==> src/rtl/cwc_pkg.sv <==
package cwc_pkg;

    typedef enum logic [1:0] {
        SPLIT_PRE30 = 2'd0,
        SPLIT_EVEN  = 2'd1,
        SPLIT_PRE70 = 2'd2,
        SPLIT_SPARE = 2'd3
    } split_e;

    typedef enum logic [2:0] {
        ST_IDLE,
        ST_PRE,
        ST_POST,
        ST_DRAIN,
        ST_DONE
    } cap_state_e;

    // post-trigger share of the window, in percent
    function automatic int unsigned post_share(input logic [1:0] sel);
        case (split_e'(sel))
            SPLIT_PRE30: return 70;
            SPLIT_PRE70: return 30;
            default:     return 50;
        endcase
    endfunction

    function automatic int unsigned post_len(input int unsigned depth, input logic [1:0] sel);
        return (depth * post_share(sel)) / 100;
    endfunction

endpackage

==> src/rtl/cwc_trig_edge.sv <==
module cwc_trig_edge (
    input  logic clk,
    input  logic rst,
    input  logic trig_i,
    output logic rise_o
);
    logic trig_q;

    always_ff @(posedge clk) begin
        if (rst) trig_q <= 1'b0;
        else     trig_q <= trig_i;
    end

    assign rise_o = trig_i & ~trig_q;
endmodule

==> src/rtl/cwc_sequencer.sv <==
module cwc_sequencer
    import cwc_pkg::*;
#(
    parameter int ADDR_W = 5,
    parameter int LAT    = 3
) (
    input  logic              clk,
    input  logic              rst,
    input  logic              arm_i,
    input  logic [ADDR_W:0]   depth_i,
    input  logic [1:0]        split_i,
    input  logic              rise_i,
    output logic              issue_o,
    output logic [ADDR_W-1:0] slot_o,
    output logic              finish_o,
    output logic              done_o,
    output logic [ADDR_W-1:0] start_o,
    output logic [ADDR_W:0]   depth_o
);
    localparam int CW = ADDR_W + 1;
    localparam int DW = (LAT > 1) ? $clog2(LAT) : 1;

    cap_state_e        state;
    logic [CW-1:0]     depth_q, pre_q, post_q, cnt, rem;
    logic [DW-1:0]     dcnt;
    logic [ADDR_W-1:0] wptr, wptr_nx, start_q;
    logic              finish_q, done_q;
    logic [CW-1:0]     post_cfg;

    assign post_cfg = CW'(post_len(int'(depth_i), split_i));
    assign wptr_nx  = (CW'(wptr) == depth_q - 1'b1) ? '0 : wptr + 1'b1;
    assign issue_o  = (state == ST_PRE) || (state == ST_POST);

    always_ff @(posedge clk) begin
        if (rst) begin
            state    <= ST_IDLE;
            depth_q  <= CW'(4);
            pre_q    <= '0;
            post_q   <= '0;
            cnt      <= '0;
            rem      <= '0;
            dcnt     <= '0;
            wptr     <= '0;
            start_q  <= '0;
            finish_q <= 1'b0;
            done_q   <= 1'b0;
        end else begin
            finish_q <= 1'b0;
            unique case (state)
                ST_IDLE, ST_DONE: begin
                    if (arm_i) begin
                        depth_q <= depth_i;
                        post_q  <= post_cfg;
                        pre_q   <= depth_i - post_cfg;
                        cnt     <= '0;
                        wptr    <= '0;
                        done_q  <= 1'b0;
                        state   <= ST_PRE;
                    end
                end
                ST_PRE: begin
                    wptr <= wptr_nx;
                    if (cnt < pre_q) cnt <= cnt + 1'b1;
                    if (rise_i && (cnt >= pre_q)) begin
                        if (post_q == CW'(1)) begin
                            dcnt  <= '0;
                            state <= ST_DRAIN;
                        end else begin
                            rem   <= post_q - 1'b1;
                            state <= ST_POST;
                        end
                    end
                end
                ST_POST: begin
                    wptr <= wptr_nx;
                    if (rem == CW'(1)) begin
                        dcnt  <= '0;
                        state <= ST_DRAIN;
                    end else begin
                        rem <= rem - 1'b1;
                    end
                end
                ST_DRAIN: begin
                    if (dcnt == DW'(LAT - 1)) begin
                        state    <= ST_DONE;
                        finish_q <= 1'b1;
                        done_q   <= 1'b1;
                        start_q  <= wptr;
                    end else begin
                        dcnt <= dcnt + 1'b1;
                    end
                end
                default: state <= ST_IDLE;
            endcase
        end
    end

    assign slot_o   = wptr;
    assign finish_o = finish_q;
    assign done_o   = done_q;
    assign start_o  = start_q;
    assign depth_o  = depth_q;
endmodule

==> src/rtl/cwc_align_pipe.sv <==
module cwc_align_pipe #(
    parameter int ADDR_W  = 5,
    parameter int PROBE_W = 8,
    parameter int LAT     = 3
) (
    input  logic               clk,
    input  logic               rst,
    input  logic               en_i,
    input  logic [ADDR_W-1:0]  addr_i,
    input  logic [PROBE_W-1:0] data_i,
    output logic               en_o,
    output logic [ADDR_W-1:0]  addr_o,
    output logic [PROBE_W-1:0] data_o
);
    typedef struct packed {
        logic               en;
        logic [ADDR_W-1:0]  addr;
        logic [PROBE_W-1:0] data;
    } stage_t;

    stage_t stg [LAT];

    for (genvar i = 0; i < LAT; i++) begin : g_stage
        if (i == 0) begin : g_head
            always_ff @(posedge clk) begin
                if (rst) stg[0] <= '0;
                else     stg[0] <= '{en: en_i, addr: addr_i, data: data_i};
            end
        end else begin : g_tail
            always_ff @(posedge clk) begin
                if (rst) stg[i] <= '0;
                else     stg[i] <= stg[i-1];
            end
        end
    end

    assign en_o   = stg[LAT-1].en;
    assign addr_o = stg[LAT-1].addr;
    assign data_o = stg[LAT-1].data;
endmodule

==> src/rtl/cwc_ram.sv <==
module cwc_ram #(
    parameter int ADDR_W  = 5,
    parameter int PROBE_W = 8
) (
    input  logic               clk,
    input  logic               we_i,
    input  logic [ADDR_W-1:0]  waddr_i,
    input  logic [PROBE_W-1:0] wdata_i,
    input  logic [ADDR_W-1:0]  raddr_i,
    output logic [PROBE_W-1:0] rdata_o
);
    localparam int SLOTS = 1 << ADDR_W;

    logic [PROBE_W-1:0] mem [SLOTS];

    always_ff @(posedge clk) begin
        if (we_i) mem[waddr_i] <= wdata_i;
        rdata_o <= mem[raddr_i];
    end
endmodule

==> src/rtl/capture_write_ctrl.sv <==
module capture_write_ctrl #(
    parameter int PROBE_W = 8,
    parameter int ADDR_W  = 5,
    parameter int LAT     = 3
) (
    input  logic               clk,
    input  logic               rst,
    input  logic               arm_i,
    input  logic [ADDR_W:0]    depth_i,
    input  logic [1:0]         split_i,
    input  logic [PROBE_W-1:0] probe_i,
    input  logic               trig_i,
    input  logic [ADDR_W-1:0]  rd_addr_i,
    output logic               finish_o,
    output logic               done_o,
    output logic [ADDR_W-1:0]  rd_start_o,
    output logic [PROBE_W-1:0] rd_data_o
);
    logic               rise, issue, ram_we;
    logic [ADDR_W-1:0]  slot, ram_addr;
    logic [PROBE_W-1:0] ram_data;
    logic [ADDR_W:0]    depth_q;

    cwc_trig_edge u_edge (
        .clk(clk), .rst(rst), .trig_i(trig_i), .rise_o(rise)
    );

    cwc_sequencer #(.ADDR_W(ADDR_W), .LAT(LAT)) u_seq (
        .clk(clk), .rst(rst), .arm_i(arm_i), .depth_i(depth_i),
        .split_i(split_i), .rise_i(rise), .issue_o(issue), .slot_o(slot),
        .finish_o(finish_o), .done_o(done_o), .start_o(rd_start_o),
        .depth_o(depth_q)
    );

    cwc_align_pipe #(.ADDR_W(ADDR_W), .PROBE_W(PROBE_W), .LAT(LAT)) u_pipe (
        .clk(clk), .rst(rst), .en_i(issue), .addr_i(slot), .data_i(probe_i),
        .en_o(ram_we), .addr_o(ram_addr), .data_o(ram_data)
    );

    cwc_ram #(.ADDR_W(ADDR_W), .PROBE_W(PROBE_W)) u_ram (
        .clk(clk), .we_i(ram_we), .waddr_i(ram_addr), .wdata_i(ram_data),
        .raddr_i(rd_addr_i), .rdata_o(rd_data_o)
    );
endmodule

==> config.mk <==
export PLATFORM = sky130hd
export DESIGN_NAME = capture_write_ctrl
export DESIGN_NICKNAME = d
export VERILOG_FILES = /design/src/rtl/cwc_pkg.sv /design/src/rtl/cwc_trig_edge.sv /design/src/rtl/cwc_sequencer.sv /design/src/rtl/cwc_align_pipe.sv /design/src/rtl/cwc_ram.sv /design/src/rtl/capture_write_ctrl.sv
export SDC_FILE = /design/constraint.sdc
export NUM_CORES = 1
export LEC_CHECK = 0
export BUFFER_PORTS_ARGS = -buffer_cell sky130_fd_sc_hd__buf_2
export CORE_UTILIZATION = 29
export CTS_CLUSTER_DIAMETER = 100
export DETAILED_ROUTE_END_ITERATION = 10
export PLACE_DENSITY = 0.53
export RECOVER_POWER = 100
export SYNTH_ARGS = -nofsm -noshare
export SYNTH_HDL_FRONTEND = slang
export SYNTH_HIERARCHICAL = 1
export SYNTH_SLANG_ARGS = --single-unit
==> constraint.sdc <==
create_clock -name clk -period 13.3 [get_ports clk]
set_clock_uncertainty 0.15 [all_clocks]
set_input_delay 1.33 -clock clk [delete_from_list [all_inputs] [get_ports clk]]
set_output_delay 1.33 -clock clk [all_outputs]
set_load 0.01 [all_outputs]
==> results of run 1 <==
## metrics by stage
step	hold WS [ns]	area, µm²
3_3_place_gp	0.265	17700
2_1_floorplan	0.264	16800
4_1_cts	0.286	19000
6_report	0.286	19000
5_1_grt	0.306	19000
3_5_place_dp	0.272	17700
## power by group through the flow
stage,combinational [µW],sequential (µW),clock (µW)
5_1_grt,2150,1260,1140
3_5_place_dp,1950,1280,0
2_1_floorplan,1570,1260,0
4_1_cts,1960,1250,1090
6_report,1940,1250,1060
3_3_place_gp,1950,1280,0
## layout make-up
cell class,count,share of cell area (%)
diodes,1,0.0132
flip-flops and latches,354,50.9
inverters,44,0.872
multi-input cells,786,35.3
repair buffers,47,1.16
clock buffers,54,5.78
well taps,756,4.99
clock inverters,17,0.964
## registers in the layout (all words and copies together) (netlist names), 2 cells and up
| register | flops |
|---|---|
| u_ram/mem | 256 |
| u_pipe/stg | 42 |
| u_ram/rdata_o | 8 |
| u_seq/cnt | 6 |
| u_seq/depth_o | 6 |
| u_seq/post_q | 6 |
| u_seq/pre_q | 6 |
| u_seq/rem | 6 |
| u_seq/slot_o | 5 |
| u_seq/start_o | 5 |
| u_seq/state | 3 |
| u_seq/dcnt | 2 |
## synthesized netlist by cell type, types with 10 or more instances
cell      count  area (µm²)
a211oi_1     17         128
a21o_1       11        82.6
a21oi_1      55         275
and2_1       15        93.8
buf_2        11        55.1
clkbuf_1     29         109
dfxtp_1      98        1960
edfxtp_1    256        7690
fa_1         18         360
ha_1         43         538
inv_1        43         161
mux4_2       80        1800
nand2_1      69         259
nand2b_1     10        62.6
nand3_1      30         150
nand4_1      10        62.6
nor2_1      109         409
nor2b_1      51         319
nor3_1       26         130
o21ai_0      40         200
or3_1        12        75.1
xnor2_1      19         166
xor2_1       13         114
## worst max path at each step
stage / start / to / slack [ns] / cells past startpoint
after floorplan: split_i[1] / u_seq/pre_q[5] / 2.66 / 43
after CTS: split_i[0] / u_seq/pre_q[5] / 1.84 / 41
after global routing: split_i[0] / u_seq/pre_q[5] / 0.58 / 41
after global placement: split_i[0] / u_seq/pre_q[5] / 1.49 / 41
final: split_i[0] / u_seq/pre_q[5] / 1.25 / 41
after detailed placement: split_i[0] / u_seq/pre_q[5] / 1.32 / 41
## cells in the final DEF (no fill, tap or decap), types with 40 or more instances in the layout
cell / Yosys / layout
nand2_1: 69 / 69
edfxtp_1: 256 / 256
o21ai_0: 40 / 40
mux4_2: 80 / 80
nor2b_1: 51 / 51
nor2_1: 109 / 109
dfxtp_1: 98 / 98
ha_1: 43 / 43
inv_1: 43 / 43
clkbuf_16: 0 / 40
a21oi_1: 55 / 55
## logic make-up after synthesis
kind of cell    count (synthesis)  synth area share, %
fa+ha+maj                      61                 5.35
flops                         354                 57.4
mux                            95                 11.7
buf+inv                       100                 2.56
simple gates                  368                 11.0
compound gates                225                 9.70
xor+xnor                       37                 2.22
## critical path, delay by kind of cell
| kind | cells | cell delay (ns) |
|---|---|---|
| AOI/OAI and AO/OA | 18 | 5.22 |
| adders and majority gates | 6 | 2.43 |
| and+or+nand+nor | 10 | 2.27 |
| xor gates and xnor gates | 3 | 0.54 |
| buffers and inverters | 4 | 0.33 |
## routing by layer
metal | vias to the layer above | wire length, µm | part of all wire (%)
li1 | 4823 | - | -
met1 | 5208 | 17200 | 45
met2 | 272 | 18100 | 48
met3 | 48 | 1930 | 5.1
met4 | 0 | 556 | 1.5
met5 | - | 0 | 0
==> impl_metrics.py, run 1 <==
metrics = {
    "run_status": {
        "status": "finished, violations left",
        "violations": "capacitance limit, slew limit",
    },
    "cts": {
        "clock_latency_ns": 0.54,
        "cts_buffer_depth": 3,
        "cts.sinks": 354,
        "cts.htree.levels": 2,
        "hold_buffers": 0,
        "cts_buffers": 39,
        "cts_tree": "done",
        "path_clk_slew_ns": 0.06,
        "cts_resized": 0,
        "root_buffer": "clkbuf_16",
        "postCtsSetupRepairBufs": 0,
    },
    "layout": {
        "final_layout_size_suffix_gt1_share_pct": 15.7,
        "multi_input_area_um2": 6690,
        "final_cells": 2059,
        "fin_nets": 1358,
        "syn_to_final_growth_pct": 12.8,
        "fin_util_pct": 33.4,
        "nFillCells": 5622,
        "seq_area_um2": 9650,
    },
    "min_path": {
        "holdPathEnd": "u_pipe/stg[2][13]",
        "hp-class": "flip-flop to flip-flop",
        "worstHoldStart": "u_pipe/stg[1][13]",
        "holdPathStages": 1,
    },
    "grt": {
        "grt_pass1_vias": 10389,
        "track_usage_pct": 12.9,
        "busiest_layer": "met2",
        "grt.overflow.total": 0,
        "antenna_found_initial": 1,
        "grt_pass1_wl_um": 60000,
        "globalRouteMet2Util_pct": 21.3,
        "met3_usage_pct": 2.59,
        "grt.met1_usage_pct": 17.7,
        "grt_max_degree": 86,
    },
    "sta": {
        "maxClockFrequency_mhz": 83.0,
        "setup_ws_ns": 1.25,
        "finalCritPeriodShare_pct": 90.6,
        "slew_violations": 219,
        "final-hold-violation-count": 0,
        "final-setup-viol-count": 0,
        "rsz0062_at_grt": "false",
        "setup_tns_ns": 0,
        "timing.slew.headroom_pct": -152,
        "min_period_ns": 12.05,
        "tightest_slew_ns": 3.78,
    },
    "die": {
        "floorplan.die_area_um2": 58900,
        "initial_utilization_pct": 29.6,
        "ios": 40,
        "rows": 87,
        "die_x_um": 243,
        "chipHeight_um": 243,
        "core_um2": 56800,
    },
    "route": {
        "viasPerCell": 5.03,
        "drtIter0Drc": 744,
        "drc": 0,
        "dr.pass1.iters": 5,
        "ant_nets": 0,
        "wl_um": 37700,
        "post_drt_wl_per_cell_um": 18.3,
        "vias": 10351,
    },
    "synthesis": {
        "avgSynthCellArea_um2": 13.5,
        "yosysUniqueCellTypes": 89,
        "ys_seq_area_share_pct": 57.4,
        "synth.cell_area_um2": 16800,
        "yosys_warnings": 6,
        "async_flop_share_pct": 0,
        "syn_inst": 1240,
        "syn_nets": 1326,
        "synth-edff-count": 256,
        "synth_ff_type": "edfxtp_1",
        "ys_ff_latch": 354,
    },
    "power": {
        "irDropWorstVdd_v": 0.000308,
        "pwr-share-clk_pct": 25.0,
        "seq_power_share_pct": 29.4,
        "p_int_uw": 2610,
        "pwr-share-comb_pct": 45.6,
        "p_total_uw": 4260,
        "pwr_density_cell_nw_per_um2": 225,
        "switching_power_uw": 1650,
        "p_leak_uw": 0.00634,
        "swShare_pct": 38.8,
    },
    "flow_run": {
        "cap_violations": 5,
    },
    "critical_path": {
        "crit_slowest_cell": "a211oi_1",
        "end_kind": "flip-flop",
        "rrSetupSlack_ns": 10.26,
        "r2r-end": "u_seq/state[0]",
        "max_stage_delay_ns": 0.76,
        "r2r_cells": 15,
        "crit_arrival_ns": 12.14,
        "critPathMaxFanout": 17,
        "required_ns": 13.39,
        "timing.rr.start": "u_seq/pre_q[5]",
        "cp_common_cell": "a21o_1",
        "critical_path.startpoint_type": "primary input",
        "crit_type": "primary input to flip-flop",
    },
    "place": {
        "pre_cts_slack_ns": 1.32,
        "gp_congestion": 0.804,
        "portBuffers": 39,
        "hpwl_um": 24500,
        "placed_cells": 1987,
    },
}
Power figures use the tool's default switching activity.
==> run 2, diff against run 1 <==
--- a/config.mk
+++ b/config.mk
@@ -11,6 +11,7 @@
 export DETAILED_ROUTE_END_ITERATION = 10
 export PLACE_DENSITY = 0.53
 export RECOVER_POWER = 100
+export REMOVE_ABC_BUFFERS = 1
 export SYNTH_ARGS = -nofsm -noshare
 export SYNTH_HDL_FRONTEND = slang
 export SYNTH_HIERARCHICAL = 1
==> impl_metrics.py, run 2 (synthesis results as in run 1) <==
metrics = {
    "critical_path": {
        "r2r-end": "u_seq/state[0]",
        "path_delay_family": "compound AO/OA/AOI/OAI gates",
        "critPathBufInv": 4,
        "timing.rr.start": "u_seq/pre_q[5]",
        "end_kind": "flip-flop",
        "critical_path.startpoint_type": "primary input",
        "critPathMaxFanout": 17,
        "cp_common_cell": "a21o_1",
        "rrSetupSlack_ns": 10.29,
        "crit_type": "primary input to flip-flop",
        "max_stage_delay_ns": 0.72,
        "r2r_cells": 15,
        "crit_arrival_ns": 12.04,
        "required_ns": 13.38,
        "crit_slowest_cell": "a211oi_1",
    },
    "die": {
        "initial_utilization_pct": 29.6,
        "core_um2": 56800,
        "die_x_um": 243,
        "floorplan.die_area_um2": 58900,
        "rows": 87,
        "chipHeight_um": 243,
        "ios": 40,
    },
    "sta": {
        "fin_hold_ws_ns": 0.277,
        "finalCritPeriodShare_pct": 89.9,
        "rsz0062_at_grt": "false",
        "setup_tns_ns": 0,
        "slew_violations": 219,
        "maxClockFrequency_mhz": 83.6,
        "final-hold-violation-count": 0,
        "final-setup-viol-count": 0,
        "tightest_slew_ns": 3.75,
        "min_period_ns": 11.95,
        "setup_ws_ns": 1.35,
        "timing.slew.headroom_pct": -150,
    },
    "power": {
        "irDropWorstVdd_v": 0.000170,
        "pwr_density_cell_nw_per_um2": 222,
        "p_leak_uw": 0.00634,
        "p_total_uw": 4210,
    },
    "layout": {
        "syn_to_final_growth_pct": 12.7,
        "final_layout_size_suffix_gt1_share_pct": 16.0,
        "reg_top3": "u_ram/mem (256), u_pipe/stg (42), u_ram/rdata_o (8)",
        "final_cell_mix": "edfxtp_1 (256), nor2_1 (109), dfxtp_1 (98)",
        "fin_nets": 1357,
        "final_common_cell": "edfxtp_1",
        "final_area_um2": 18900,
        "top_register": "u_ram/mem",
        "nFillCells": 5685,
        "largest_reg_flops": 256,
        "seq_area_um2": 9650,
        "n_antenna_cell": 0,
        "multi_input_area_um2": 6700,
    },
    "run_status": {
        "violations": "capacitance limit, slew limit",
        "status": "finished, violations left",
    },
    "cts": {
        "cts_buffers": 38,
        "cts_buffer_depth": 3,
        "cts_resized": 0,
        "postCtsSetupRepairBufs": 0,
        "cts_tree": "done",
        "root_buffer": "clkbuf_16",
        "path_clk_slew_ns": 0.06,
        "hold_buffers": 0,
        "clock_latency_ns": 0.54,
        "cts.sinks": 354,
        "cts.htree.levels": 2,
    },
    "grt": {
        "globalRouteMet2Util_pct": 20.1,
        "met3_usage_pct": 1.95,
        "grt.overflow.total": 0,
        "grt.met1_usage_pct": 17.5,
        "grt_max_degree": 86,
        "track_usage_pct": 12.5,
        "busiest_layer": "met2",
        "antenna_found_initial": 0,
        "grt_pass1_wl_um": 58400,
        "grt_pass1_vias": 10189,
    },
    "route": {
        "wl_um": 36700,
        "ant_nets": 0,
        "dr.pass1.iters": 7,
        "viasPerCell": 5.04,
        "post_drt_wl_per_cell_um": 17.8,
        "vias": 10365,
        "drtIter0Drc": 650,
        "drc": 0,
    },
    "place": {
        "postPlaceCellArea_um2": 17700,
        "pre_cts_slack_ns": 1.38,
        "gp_congestion": 0.805,
        "hpwl_um": 23500,
        "portBuffers": 39,
    },
    "min_path": {
        "hp-class": "flip-flop to flip-flop",
        "worstHoldStart": "u_pipe/stg[1][0]",
        "holdPathEnd": "u_pipe/stg[2][0]",
        "holdPathStages": 1,
    },
    "flow_run": {
        "cap_violations": 5,
    },
}
==> run 2: area by class of cell <==
class	instances	share of cell area, %
clock buffer	54	5.77
inverter	44	0.873
tap	756	5.00
timing repair buffer	47	1.16
sequential	354	51.0
clock inverter	16	0.826
multi-input combinational	786	35.4
==> run 2: report_power, final <==
part / internal, µW / switching [µW]
clock network: 600 / 437
logic: 761 / 1160
registers: 1210 / 38.3
total: 2580 / 1630
==> run 2: layer usage <==
metal  part of all wire [%]  wire length [µm]
met5                      0                 0
met4                    1.4               496
met3                    4.3              1590
met2                     47             17200
met1                     47             17400
==> run 2: stage by stage <==
| step | util [%] | instances |
|---|---|---|
| floorplan | - | 1184 |
| global placement | 31.2 | 1987 |
| detailed placement | 31.2 | 1987 |
| CTS | 33.4 | 2057 |
| global route | 33.3 | 2057 |
| finish | 33.3 | 2057 |
==> run 2: worst max path at each step <==
stage          startpoint              to  slack, ns  depth (start not counted)
2_1_floorplan  depth_i[3]  u_seq/pre_q[5]       2.17                         39
3_3_place_gp   split_i[0]  u_seq/pre_q[5]       1.55                         41
3_5_place_dp   split_i[0]  u_seq/pre_q[5]       1.38                         41
4_1_cts        split_i[0]  u_seq/pre_q[5]       1.90                         41
5_1_grt        split_i[0]  u_seq/pre_q[5]       0.48                         41
6_report       split_i[0]  u_seq/pre_q[5]       1.35                         41
